`src/rtl/cpu_bank_bridge_pkg.sv`:
```
package cpu_bank_bridge_pkg;

    typedef enum logic [1:0] {
        TGT_NONE = 2'd0,
        TGT_SRAM = 2'd1,
        TGT_ROM  = 2'd2,
        TGT_IO   = 2'd3
    } target_e;

    localparam logic [15:0] IO_FIRST  = 16'hFF00;
    localparam logic [15:0] IO_LAST   = 16'hFF7F;
    localparam logic [15:0] ROM_FIRST = 16'hF000;
    localparam logic [7:0]  OPEN_BUS  = 8'hFF;

endpackage

```
`src/rtl/bb_phase_gen.sv`:
```
module bb_phase_gen #(
    parameter int CLK_DIV = 8
) (
    input  logic clk,
    input  logic rst_n,
    output logic phi,
    output logic last
);
    localparam int HALF = CLK_DIV / 2;
    localparam int CW   = (HALF > 1) ? $clog2(HALF) : 1;

    typedef struct packed {
        logic [CW-1:0] cnt;
        logic          phi;
    } pg_state_t;

    pg_state_t st_d, st_q;
    logic      at_end;

    assign at_end = (st_q.cnt == CW'(HALF - 1));

    always_comb begin
        st_d = st_q;
        if (at_end) begin
            st_d.cnt = '0;
            st_d.phi = ~st_q.phi;
        end else begin
            st_d.cnt = st_q.cnt + 1'b1;
        end
    end

    always_ff @(posedge clk or negedge rst_n) begin
        if (!rst_n) st_q <= '0;
        else        st_q <= st_d;
    end

    assign phi  = st_q.phi;
    assign last = at_end;
endmodule

```
`src/rtl/bb_bank_latch.sv`:
```
module bb_bank_latch #(
    parameter int DATA_W = 8
) (
    input  logic              clk,
    input  logic              rst_n,
    input  logic              phi,
    input  logic              last,
    input  logic [DATA_W-1:0] din,
    output logic [DATA_W-1:0] bank
);
    typedef struct packed {
        logic [DATA_W-1:0] bank;
    } bl_state_t;

    bl_state_t st_d, st_q;

    always_comb begin
        st_d = st_q;
        if (!phi && last) st_d.bank = din;
    end

    always_ff @(posedge clk or negedge rst_n) begin
        if (!rst_n) st_q <= '0;
        else        st_q <= st_d;
    end

    assign bank = st_q.bank;
endmodule

```
`src/rtl/bb_decode.sv`:
```
module bb_decode
    import cpu_bank_bridge_pkg::*;
#(
    parameter int ADDR_W = 16,
    parameter int DATA_W = 8,
    parameter int SRAM_AW = 20
) (
    input  logic [DATA_W-1:0] bank,
    input  logic [ADDR_W-1:0] addr,
    input  logic              rom_en,
    output target_e           tgt
);
    localparam int BANK_BITS = SRAM_AW - ADDR_W;

    logic in_sram_banks, bank_zero;

    assign in_sram_banks = ((bank >> BANK_BITS) == '0);
    assign bank_zero     = (bank == '0);

    always_comb begin
        if (!in_sram_banks)
            tgt = TGT_NONE;
        else if (bank_zero && addr >= ADDR_W'(IO_FIRST) && addr <= ADDR_W'(IO_LAST))
            tgt = TGT_IO;
        else if (bank_zero && rom_en && addr >= ADDR_W'(ROM_FIRST))
            tgt = TGT_ROM;
        else
            tgt = TGT_SRAM;
    end
endmodule

```
`src/rtl/cpu_bank_bridge.sv`:
```
module cpu_bank_bridge
    import cpu_bank_bridge_pkg::*;
#(
    parameter int CLK_DIV = 8,
    parameter int ADDR_W  = 16,
    parameter int DATA_W  = 8,
    parameter int SRAM_AW = 20
) (
    input  logic               clk,
    input  logic               rst_n,
    input  logic               boot_from_rom,
    input  logic               cpu_be,
    input  logic               cpu_vda,
    input  logic               cpu_vpa,
    input  logic               cpu_rwb,
    input  logic [ADDR_W-1:0]  cpu_addr,
    input  logic [DATA_W-1:0]  cpu_din,
    output logic [DATA_W-1:0]  cpu_dout,
    output logic               cpu_doe,
    output logic               phi2,
    output logic               phase_end,
    output logic [SRAM_AW-1:0] sram_addr,
    output logic               sram_ce_n,
    output logic               sram_oe_n,
    output logic               sram_we_n,
    output logic [DATA_W-1:0]  sram_wdata,
    output logic               sram_wdata_oe,
    input  logic [DATA_W-1:0]  sram_rdata,
    output logic               rom_sel,
    input  logic [DATA_W-1:0]  rom_rdata,
    output logic               io_sel,
    input  logic [DATA_W-1:0]  io_rdata
);
    localparam int BANK_BITS = SRAM_AW - ADDR_W;

    logic              phi_w, last_w, valid;
    logic [DATA_W-1:0] bank_w;
    target_e           tgt;

    bb_phase_gen #(.CLK_DIV(CLK_DIV)) u_phase (
        .clk(clk), .rst_n(rst_n), .phi(phi_w), .last(last_w)
    );

    bb_bank_latch #(.DATA_W(DATA_W)) u_bank (
        .clk(clk), .rst_n(rst_n), .phi(phi_w), .last(last_w),
        .din(cpu_din), .bank(bank_w)
    );

    bb_decode #(.ADDR_W(ADDR_W), .DATA_W(DATA_W), .SRAM_AW(SRAM_AW)) u_dec (
        .bank(bank_w), .addr(cpu_addr), .rom_en(boot_from_rom), .tgt(tgt)
    );

    assign valid = rst_n && phi_w && cpu_be && (cpu_vda || cpu_vpa);

    always_comb begin
        sram_ce_n     = !(valid && tgt == TGT_SRAM);
        sram_oe_n     = !(valid && tgt == TGT_SRAM && cpu_rwb);
        sram_we_n     = !(valid && tgt == TGT_SRAM && !cpu_rwb && !last_w);
        sram_wdata_oe = valid && tgt == TGT_SRAM && !cpu_rwb;
        rom_sel       = valid && tgt == TGT_ROM;
        io_sel        = valid && tgt == TGT_IO;
        cpu_doe       = valid && cpu_rwb;
        unique case (tgt)
            TGT_SRAM: cpu_dout = sram_rdata;
            TGT_ROM:  cpu_dout = rom_rdata;
            TGT_IO:   cpu_dout = io_rdata;
            default:  cpu_dout = DATA_W'(OPEN_BUS);
        endcase
    end

    assign sram_wdata = cpu_din;
    assign sram_addr  = {bank_w[BANK_BITS-1:0], cpu_addr};
    assign phi2       = phi_w;
    assign phase_end  = last_w;
endmodule

```
`config.mk`:
```
export PLATFORM = sky130hd
export DESIGN_NAME = cpu_bank_bridge
export DESIGN_NICKNAME = d
export VERILOG_FILES = /design/src/rtl/cpu_bank_bridge_pkg.sv /design/src/rtl/bb_phase_gen.sv /design/src/rtl/bb_bank_latch.sv /design/src/rtl/bb_decode.sv /design/src/rtl/cpu_bank_bridge.sv
export SDC_FILE = /design/constraint.sdc
export NUM_CORES = 1
export LEC_CHECK = 0
export ABC_CLOCK_PERIOD_IN_PS = 1950
export BUFFER_PORTS_ARGS = -buffer_cell sky130_fd_sc_hd__buf_2
export CORE_MARGIN = 2
export CORE_UTILIZATION = 35
export CTS_CLUSTER_DIAMETER = 40
export DETAILED_ROUTE_END_ITERATION = 7
export PLACE_DENSITY = 0.79
export SETUP_SLACK_MARGIN = 0.2
export SLEW_MARGIN = 20
export SYNTH_ARGS = -nofsm -noshare
export SYNTH_HDL_FRONTEND = slang
export SYNTH_SLANG_ARGS = --single-unit
```
`constraint.sdc`:
```
create_clock -name clk -period 1.95 [get_ports clk]
set_clock_uncertainty 0.15 [all_clocks]
set_input_delay 0.0975 -clock clk [delete_from_list [all_inputs] [get_ports clk]]
set_output_delay 0.0975 -clock clk [all_outputs]
set_load 0.01 [all_outputs]
```
==> results.toml <==
[finish]
layout_common_cells = "buf_2, buf_4, dfrtp_1"
regArea_sq_um = 275
multi_input_area_sq_um = 534
antennaDiodeCount = 0
area_growth_pct = 60.9
nets = 247
drive_gt1_frac = 0.700
finalInstanceArea_sq_um = 1550
num-fill-cells = 261
mostFrequentLayoutCell = "buf_2"

[routing]
first_iter_violations = 15
route.met2.wl_um = 1440
antenna_left = 0
dr_total_vias = 1070
drc = 0
wl_met1_um = 986
wl_um = 2670
viasPerCell = 4.84
highest_layer = "met4"
wl_met3_um = 180
routedWlPerCell_um = 12.1
first_pass_iters = 4

[sta]
finalCriticalPeriod_ns = 2.31
hold_viol_final = 0
relSlewSlack = 0.754
slew_viol_final = 0
max_freq_mhz = 434
fin_crit_sh = 1.18
worstMarginPinSlew_ns = 0.369
final.setup.worst_slack_ns = -0.355
grt_setup_unrepaired = "yes"
setup_viol = 14

[synthesis]
syn_avg_cell_area_sq_um = 9.11
synthCells = 106
synth_seq_area_share = 0.285
syn_area_sq_um = 966
syn_nets = 162
ys_types = 24
yosysWarnings = 0
ys_ff_latch = 11

[die]
core-area_sq_um = 2690
num_rows = 19
fp.dieH_um = 56.5
dieWidth_um = 56.5
die-area_sq_um = 3200
initial_core_util = 0.360
ios = 100

[critical_path]
crit_type = "reg2out"
crit_fanout = 8
reg2reg_depth = 4
cp.arrival_ns = 2.06
end_kind = "primary output"
worstPathRequired_ns = 1.70
startpoint_type = "flop"

[clocking]
clkLatencyLatePin_ns = 0.26
h-tree-depth = 1
cts_made_buffers = 3
clock-sinks = 11
clk_pin_slew_ns = 0.06
clock_path_buffers = 2
clockRootBuffer = "clkbuf_4"
cts_tree = "yes"

[outcome]
status = "finished, violations left"
violations = "setup timing"

[placed_design]
dpl_cell_area_sq_um = 1410
pre_cts_ws_ns = -0.195
portBuffers = 85
gp_congestion = 0.749
hpwl_um = 2100

[global_routing]
grt_overflow_total = 0
grt_max_degree = 12
antenna_found_initial = 0
grt_pass1_wl_um = 4270
gr-usage-all-layers = 0.169
grt_pass1_vias = 1027

[worst_hold_path]
worstHoldPathType = "in2out"
hold_path_depth = 0

[pwr]
peakVddDrop_uv = 404
leakage_nw = 0.776
power.density_nw_per_um2 = 358

[job]
maxCapViolCount = 0
final cells by class:
type,instances,area share
Inverter,9,0.0217
Tap cell,31,0.0250
Timing Repair Buffer,110,0.415
Clock buffer,4,0.0169
Sequential cell,11,0.177
Multi-Input combinational cell,56,0.344
repair_timing:
item / in CTS / in global routing
buffers inserted: 0 / 1
pin swaps: 2 / 2
endpoints found under the hold margin: 19 / 0
gates resized for setup: 6 / 1
hold buffers: 9 / 0
setup endpoints to repair: 14 / 14
metrics by stage:
stage	utilization	setup TNS, ns	hold slack [ns]	cells	total power, mW
final	0.578	-4.05	0.0450	221	0.556
after global placement	0.525	-0.519	-0.103	207	0.392
after floorplan	-	0	-0.348	106	0.340
after detailed placement	0.525	-0.918	-0.103	207	0.395
after global routing	0.578	-5.49	0.0450	221	0.590
after CTS	0.576	-4.37	0.0451	220	0.566
metal layers:
metal	vias to the layer above	GRT usage
met5	-	0
met3	8	0.0138
li1	526	-
met2	48	0.326
met1	488	0.178
met4	0	0.0918
power breakdown:
group | switching, mW | leakage (nW) | internal (mW)
Sequential | 0.00484 | 0.131 | 0.237
Combinational | 0.0728 | 0.630 | 0.0924
Clock | 0.0704 | 0.0150 | 0.0791
critical path: stages (launching register included):
cell	delay, ns
dfrtp_1	0.38
or4_4	0.55
buf_6	0.14
nor3_4	0.16
buf_4	0.20
nand3_1	0.11
o2111ai_2	0.10
buf_2	0.16
logic make-up (layout without fill, tap and decap cells):
group | count (synthesis) | after routing | synth area share
xor gates and xnor gates | 1 | 1 | 0.00907
AOI/OAI and AO/OA | 19 | 19 | 0.142
buffers and inverters | 39 | 123 | 0.262
adders and majority gates | 1 | 1 | 0.0130
DFF | 11 | 11 | 0.285
and+or+nand+nor | 27 | 27 | 0.196
muxes | 8 | 8 | 0.0933
final timing paths:
path	startpoint	end	slack (ns)
min in group asynchronous	rst_n	u_bank.bank[3]	0.15
max in group asynchronous	rst_n	u_bank.bank[7]	1.35
worst max register to register	u_phase.st_q[1]	u_bank.bank[0]	0.44
worst min register to register	u_phase.st_q[1]	u_phase.st_q[1]	0.28
worst min-delay path	cpu_addr[3]	sram_addr[3]	0.05
worst max-delay path	u_bank.bank[1]	cpu_dout[2]	-0.36
flip-flops by register name, indices dropped and copies added (netlist names):
name	cells
u_phase.st_q	2
u_phase.phi	1
u_bank.bank	8
Yosys cell counts (all sizes together):
cell type / count / share of area
clkbuf: 1 / 0.0039
buf: 29 / 0.22
or4: 2 / 0.023
or2: 2 / 0.013
o21ai: 9 / 0.051
nor4: 2 / 0.013
nand3: 8 / 0.041
nor2b: 1 / 0.0065
o2111ai: 9 / 0.082
nand3b: 1 / 0.021
nor4b: 1 / 0.016
dfrtp: 11 / 0.28
o21ba: 1 / 0.010
ha: 1 / 0.013
inv: 9 / 0.035
nor2: 5 / 0.019
or3: 2 / 0.013
xor2: 1 / 0.0091
nand4: 2 / 0.013
nor3: 1 / 0.017
mux2: 8 / 0.093
No activity file was read; power rests on OpenSTA's default activity.
